File: src/rtl/burst_pkg.sv
package burst_pkg;

    typedef enum logic [1:0] {
        ST_NORMAL = 2'd0,
        ST_IDLE   = 2'd1,
        ST_BURST  = 2'd2,
        ST_CHECK  = 2'd3
    } burst_state_e;

    typedef struct packed {
        logic gate_en;
        logic ipk_low;
        logic lp_bias;
    } burst_out_t;

    function automatic burst_out_t decode_outs(burst_state_e st);
        burst_out_t o;
        o = '{gate_en: 1'b0, ipk_low: 1'b0, lp_bias: 1'b0};
        case (st)
            ST_NORMAL: o.gate_en = 1'b1;
            ST_IDLE:   o.lp_bias = 1'b1;
            ST_BURST:  begin
                o.gate_en = 1'b1;
                o.ipk_low = 1'b1;
            end
            default:   o = '{gate_en: 1'b0, ipk_low: 1'b0, lp_bias: 1'b0};
        endcase
        return o;
    endfunction

    function automatic int unsigned cnt_width(int unsigned a, int unsigned b);
        int unsigned m;
        m = (a > b) ? a : b;
        return (m < 2) ? 1 : $clog2(m + 1);
    endfunction

endpackage

File: src/rtl/burst_tick_timer.sv
module burst_tick_timer #(
    parameter int unsigned CW = 4
) (
    input  logic          clk,
    input  logic          rst,
    input  logic          clr,
    input  logic          tick,
    input  logic [CW-1:0] limit,
    output logic          done
);
    logic [CW-1:0] cnt_q;

    assign done = tick && !clr && (cnt_q == CW'(limit - 1'b1));

    always_ff @(posedge clk) begin
        if (rst || clr) begin
            cnt_q <= '0;
        end else if (tick) begin
            if (done) cnt_q <= '0;
            else      cnt_q <= cnt_q + 1'b1;
        end
    end

    p_cnt_below_limit_r3: assert property (@(posedge clk) disable iff (rst)
        (!$past(rst) && $stable(limit)) |-> (cnt_q < limit))
        else $error("timer count reached its limit");

    p_clr_zero_r3: assert property (@(posedge clk) disable iff (rst)
        clr |=> (cnt_q == '0))
        else $error("timer not cleared");
endmodule

File: src/rtl/burst_fsm.sv
module burst_fsm
    import burst_pkg::*;
#(
    parameter int unsigned IDLE_TICKS  = 14,
    parameter int unsigned BURST_TICKS = 14,
    parameter int unsigned CW          = 4
) (
    input  logic          clk,
    input  logic          rst,
    input  logic          gate_req,
    input  logic          fb_low,
    input  logic          tmr_done,
    output logic          tmr_clr,
    output logic [CW-1:0] tmr_limit,
    output burst_state_e  state_q
);
    burst_state_e state_d;

    always_comb begin
        state_d = state_q;
        case (state_q)
            ST_NORMAL: if (tmr_done && !gate_req) state_d = ST_IDLE;
            ST_IDLE:   if (!fb_low)               state_d = ST_BURST;
            ST_BURST:  if (tmr_done)              state_d = ST_CHECK;
            ST_CHECK:  state_d = fb_low ? ST_IDLE : ST_NORMAL;
            default:   state_d = ST_NORMAL;
        endcase
    end

    always_comb begin
        tmr_clr = 1'b0;
        case (state_q)
            ST_NORMAL: tmr_clr = gate_req;
            ST_IDLE,
            ST_CHECK:  tmr_clr = 1'b1;
            default:   tmr_clr = 1'b0;
        endcase
    end

    assign tmr_limit = (state_q == ST_NORMAL) ? CW'(IDLE_TICKS) : CW'(BURST_TICKS);

    always_ff @(posedge clk) begin
        if (rst) state_q <= ST_NORMAL;
        else     state_q <= state_d;
    end

    p_req_holds_normal_r3: assert property (@(posedge clk) disable iff (rst)
        (state_q == ST_NORMAL && gate_req) |=> (state_q == ST_NORMAL))
        else $error("left normal despite gate request");

    p_idle_holds_r4: assert property (@(posedge clk) disable iff (rst)
        (state_q == ST_IDLE && fb_low) |=> (state_q == ST_IDLE))
        else $error("left idle while feedback low");

    p_wake_r5: assert property (@(posedge clk) disable iff (rst)
        (state_q == ST_IDLE && !fb_low) |=> (state_q == ST_BURST))
        else $error("no burst after feedback rose");

    p_check_single_r6: assert property (@(posedge clk) disable iff (rst)
        (state_q == ST_CHECK) |=> (state_q != ST_CHECK))
        else $error("check lasted more than one cycle");

    p_check_decide_r7: assert property (@(posedge clk) disable iff (rst)
        (state_q == ST_CHECK) |=> (state_q == ($past(fb_low) ? ST_IDLE : ST_NORMAL)))
        else $error("wrong decision after check");

    p_burst_from_idle_r5: assert property (@(posedge clk) disable iff (rst)
        $rose(state_q == ST_BURST) |-> ($past(state_q) == ST_IDLE))
        else $error("burst entered from wrong state");
endmodule

File: src/rtl/burst_out_map.sv
module burst_out_map
    import burst_pkg::*;
(
    input  logic         clk,
    input  logic         rst,
    input  burst_state_e state_q,
    output logic         gate_en,
    output logic         ipk_low,
    output logic         lp_bias
);
    burst_out_t outs;

    always_comb outs = decode_outs(state_q);

    assign gate_en = outs.gate_en;
    assign ipk_low = outs.ipk_low;
    assign lp_bias = outs.lp_bias;

    p_lp_no_gate_r4: assert property (@(posedge clk) disable iff (rst)
        lp_bias |-> !gate_en)
        else $error("bias lowered while switching");

    p_ipk_only_switching_r5: assert property (@(posedge clk) disable iff (rst)
        ipk_low |-> (gate_en && !lp_bias))
        else $error("reduced limit outside burst window");

    p_onehot_mode_r6: assert property (@(posedge clk) disable iff (rst)
        $onehot0({lp_bias, ipk_low}))
        else $error("idle and burst flags together");
endmodule

File: src/rtl/burst_sequencer.sv
module burst_sequencer
    import burst_pkg::*;
#(
    parameter int unsigned IDLE_TICKS  = 14,
    parameter int unsigned BURST_TICKS = 14
) (
    input  logic clk,
    input  logic rst,
    input  logic tick,
    input  logic gate_req,
    input  logic fb_low,
    output logic gate_en,
    output logic ipk_low,
    output logic lp_bias
);
    localparam int unsigned CW = cnt_width(IDLE_TICKS, BURST_TICKS);

    logic          tmr_clr;
    logic          tmr_done;
    logic [CW-1:0] tmr_limit;
    burst_state_e  state_q;

    burst_fsm #(
        .IDLE_TICKS (IDLE_TICKS),
        .BURST_TICKS(BURST_TICKS),
        .CW         (CW)
    ) u_fsm (
        .clk      (clk),
        .rst      (rst),
        .gate_req (gate_req),
        .fb_low   (fb_low),
        .tmr_done (tmr_done),
        .tmr_clr  (tmr_clr),
        .tmr_limit(tmr_limit),
        .state_q  (state_q)
    );

    burst_tick_timer #(.CW(CW)) u_timer (
        .clk  (clk),
        .rst  (rst),
        .clr  (tmr_clr),
        .tick (tick),
        .limit(tmr_limit),
        .done (tmr_done)
    );

    burst_out_map u_out (
        .clk    (clk),
        .rst    (rst),
        .state_q(state_q),
        .gate_en(gate_en),
        .ipk_low(ipk_low),
        .lp_bias(lp_bias)
    );
endmodule

File: config.mk
export PLATFORM = sky130hd
export DESIGN_NAME = burst_sequencer
export DESIGN_NICKNAME = d
export VERILOG_FILES = /design/src/rtl/burst_pkg.sv /design/src/rtl/burst_tick_timer.sv /design/src/rtl/burst_fsm.sv /design/src/rtl/burst_out_map.sv /design/src/rtl/burst_sequencer.sv
export SDC_FILE = /design/constraint.sdc
export NUM_CORES = 1
export LEC_CHECK = 0
export BUFFER_PORTS_ARGS = -buffer_cell sky130_fd_sc_hd__buf_4
export CAP_MARGIN = 5
export CORE_AREA = 2 2 39 41
export CTS_CLUSTER_DIAMETER = 200
export DETAILED_ROUTE_END_ITERATION = 6
export DIE_AREA = 0 0 41 43
export GPL_TIMING_DRIVEN = 0
export HOLD_SLACK_MARGIN = 0.12
export MAX_ROUTING_LAYER = met4
export PLACE_DENSITY = 0.62
export SYNTH_ARGS = -nofsm -noshare
export SYNTH_HDL_FRONTEND = slang
export SYNTH_SLANG_ARGS = --single-unit
File: constraint.sdc
create_clock -name clk -period 1.4 [get_ports clk]
set_input_delay 0.42 -clock clk [delete_from_list [all_inputs] [get_ports clk]]
set_output_delay 0.42 -clock clk [all_outputs]
set_load 0.01 [all_outputs]
==> flow_metrics.env <==
export IMPL_status="complete, but fails checks"
export IMPL_violations="negative setup slack"
export IMPL_clock_skew_final_ns=0.00382
export IMPL_setup_ws_ns=-0.193
export IMPL_finalCritPeriodShare_pct=114
export IMPL_antenna_found_initial=0
export IMPL_yosysWarningCount=0
export IMPL_place_port_buffers=7
export IMPL_grt_pass1_wl_um=1600
export IMPL_grt_overflow=0
export IMPL_die_height_um=43
export IMPL_cp_cell_sequence="inv_4, ha_4, or2_4, buf_6"
export IMPL_cp_data_required_time_ns=0.98
export IMPL_cts_sinks=6
export IMPL_finalWirelength_um=1060
export IMPL_drive_gt1_share_pct=53.1
export IMPL_die_x_um=41
export IMPL_grt_use_total_pct=13.9
export IMPL_hp_class="in2reg"
export IMPL_synth_cell_types=24
export IMPL_root_buffer="clkbuf_4"
export IMPL_diodes=0
export IMPL_switching_share_pct=21.1
export IMPL_worstPathArrival_ns=1.17
export IMPL_synth_compound_area_share_pct=30.2
export IMPL_ys_seq_area_share_pct=28.2
export IMPL_hold_end="u_fsm.state_q[0]"
export IMPL_via_count=412
export IMPL_clk_pin_slew_worst_paths_ns=0.04
export IMPL_postRouteAntennaNets=0
export IMPL_crit_buf_inv=2
export IMPL_rrSetupSlack_ns=-0.12
export IMPL_period_minus_slack_ns=1.59
export IMPL_final_core_util_pct=48.6
export IMPL_grt_pass1_vias=394
export IMPL_hold_violations=0
export IMPL_min_delay_path_depth=2
export IMPL_place_hpwl_um=627
export IMPL_cap_violations=0
export IMPL_synth_simple_area_share_pct=17.6
export IMPL_slew_violations=0
export IMPL_worst_setup_path_end_kind="output pin"
export IMPL_critPathKind="reg2out"
export IMPL_via_per_inst=5.15
export IMPL_power_density_nw_per_um2=536
export IMPL_gp_congestion=0.694
export IMPL_clock_path_buffers=2
export IMPL_synthMuxAreaShare_pct=0
export IMPL_htree_levels=1
export IMPL_tightest_slew_ns=0.348
export IMPL_crit_slowest_cell="dfxtp_2"
export IMPL_rsz0062_at_grt="yes"
export IMPL_crit_family="flip-flops"
export IMPL_syn_to_final_growth_pct=57.5
export IMPL_worst_path_largest_cell_delay_ns=0.35
export IMPL_synth_area_um2=427
export IMPL_rows=14
export IMPL_initial_core_util_pct=30.8
export IMPL_drt_pass1_iterations=3
export IMPL_slew_limit_headroom_pct=76.7
export IMPL_synthCells=47
export IMPL_post_route_drc_count=0
export IMPL_p_int_uw=284
export IMPL_syn_num_nets=59
export IMPL_io_pins=8
export IMPL_seq_power_share_pct=48.4
export IMPL_setup_viol=4
export IMPL_clkPwrFrac_pct=42.7
export IMPL_cts_buffers=3
export IMPL_vdd_ir_drop_max_mv=0.191
export IMPL_r2r_start="u_fsm.state_q[1]"
export IMPL_cp_max_fo=4
export IMPL_die_area_um2=1760
export IMPL_postCtsHoldBufs=0
export IMPL_power_uw=360
export IMPL_cts_tree="yes"
export IMPL_routedWlPerCell_um=13.3
export IMPL_reg2reg_depth=7
export IMPL_grt_max_degree=8
export IMPL_crit_path_start_kind="flop"
export IMPL_yosys_area_share_adder_pct=20.5
export IMPL_hold_start="rst"
export IMPL_synth_top_family_by_area="compound AO/OA/AOI/OAI gates"
export IMPL_clk_latency_ns=0.24
export IMPL_cellLeakagePower_uw=0.000246
export IMPL_synth_seq_cells=6
export IMPL_pwr_share_comb_pct=8.9
export IMPL_layout_nets=78
export IMPL_drt_iter0_drc=6
export IMPL_switching_power_uw=75.9
export IMPL_synthXorXnorAreaFrac_pct=0
export IMPL_fmax_mhz=628
export IMPL_rr_endpoint="u_fsm.state_q[0]"
export IMPL_core_area_um2=1380
export IMPL_synth_area_per_cell_um2=9.08
how the worst max path moves through the flow:
| stage | slack (ns) | startpoint | cells past startpoint | end |
|---|---|---|---|---|
| after floorplan | 0.01 | u_fsm.state_q[0] | 6 | u_fsm.state_q[0] |
| after global placement | -0.13 | u_fsm.state_q[1] | 4 | gate_en |
| after detailed placement | -0.13 | u_fsm.state_q[1] | 4 | gate_en |
| after CTS | -0.20 | u_fsm.state_q[1] | 4 | gate_en |
| after global routing | -0.23 | u_fsm.state_q[0] | 4 | gate_en |
| final | -0.19 | u_fsm.state_q[0] | 4 | gate_en |
power groups by stage:
stage	clock, uW	sequential (uW)	combinational (uW)
global placement	0	179	29.5
CTS	164	174	30.8
floorplan	0	178	14.3
global route	175	174	35.4
detailed placement	0	179	29.4
finish	154	174	32.1
worst reg2reg max path, stage by stage (launching register included):
cell and delay [ns]:
dfxtp_4 0.38, inv_4 0.05, buf_6 0.12, ha_4 0.17
o21ba_4 0.20, o21ai_4 0.16, o2111ai_2 0.13, a221oi_2 0.23
per-layer routing:
metal  track usage [%]  vias up  part of all wire [%]
met2              23.1        6                    58
met4              10.0        0                     0
met5                 -        -                     0
met1              14.9      192                    40
met3                 0        0                   2.3
li1                  -      214                     -
placed cells by master (no fill, tap or decap), drive strengths merged:
cell	n
a211oi	2
a21oi	5
a221oi	1
a311oi	2
a41oi	1
and3	1
buf	14
clkbuf	3
dfxtp	6
ha	7
inv	4
nand2	2
nand3	1
nand3b	1
nand4	2
nor2	3
nor2b	1
nor3	1
o2111ai	1
o21ai	2
o21ba	1
o21bai	1
o31ai	1
or2	1
metrics by stage:
| stage | cells | hold slack [ns] | instance area [um^2] | setup slack (ns) | TNS, ns |
|---|---|---|---|---|---|
| final | 80 | 0.357 | 672 | -0.193 | -0.465 |
| after global routing | 80 | 0.355 | 672 | -0.234 | -0.774 |
| after CTS | 79 | 0.345 | 643 | -0.199 | -0.538 |
| after detailed placement | 70 | 0.547 | 507 | -0.127 | -0.279 |
| after global placement | 70 | 0.553 | 507 | -0.129 | -0.276 |
| after floorplan | 47 | 0.486 | 434 | 0.00972 | 0 |
sequential cells by signal (all words and copies together) (netlist names):
| signal | count |
|---|---|
| u_fsm.state_q | 2 |
| u_timer.cnt_q | 4 |
synthesized netlist by cell type (all sizes together):
master	instances	area (um^2)
dfxtp	6	120
nand3b	1	7.51
nor2b	1	6.26
o21ba	1	10.0
a41oi	1	8.76
nand2	2	10.0
nor3	1	5.00
o2111ai	1	8.76
o21bai	1	7.51
ha	7	87.6
a211oi	2	15.0
a221oi	1	15.0
and3	1	11.3
nand3	1	5.00
nor2	3	11.3
or2	1	6.26
nand4	2	12.5
a311oi	2	17.5
inv	4	15.0
o31ai	1	7.51
a21oi	5	25.0
o21ai	2	13.8
final cells by class:
| class | count | area, um^2 |
|---|---|---|
| clock buffer | 3 | 22.5 |
| fill | 136 | 712 |
| inverter | 4 | 20.0 |
| multi-input combinational | 37 | 367 |
| sequential | 6 | 126 |
| tap | 16 | 20.0 |
| timing repair buffer | 14 | 116 |
logic make-up after synthesis:
kind of cell,after synthesis
simple gates,13
buf+inv,4
fa+ha+maj,7
flops,6
compound gates,17
timing repair:
action,4_1_cts,5_1_grt
endpoints found under the hold margin,0,0
setup endpoints to repair,6,6
pin swaps,6,5
buffers inserted,6,1
gates resized for setup,15,5
Power figures use the tool's default switching activity.
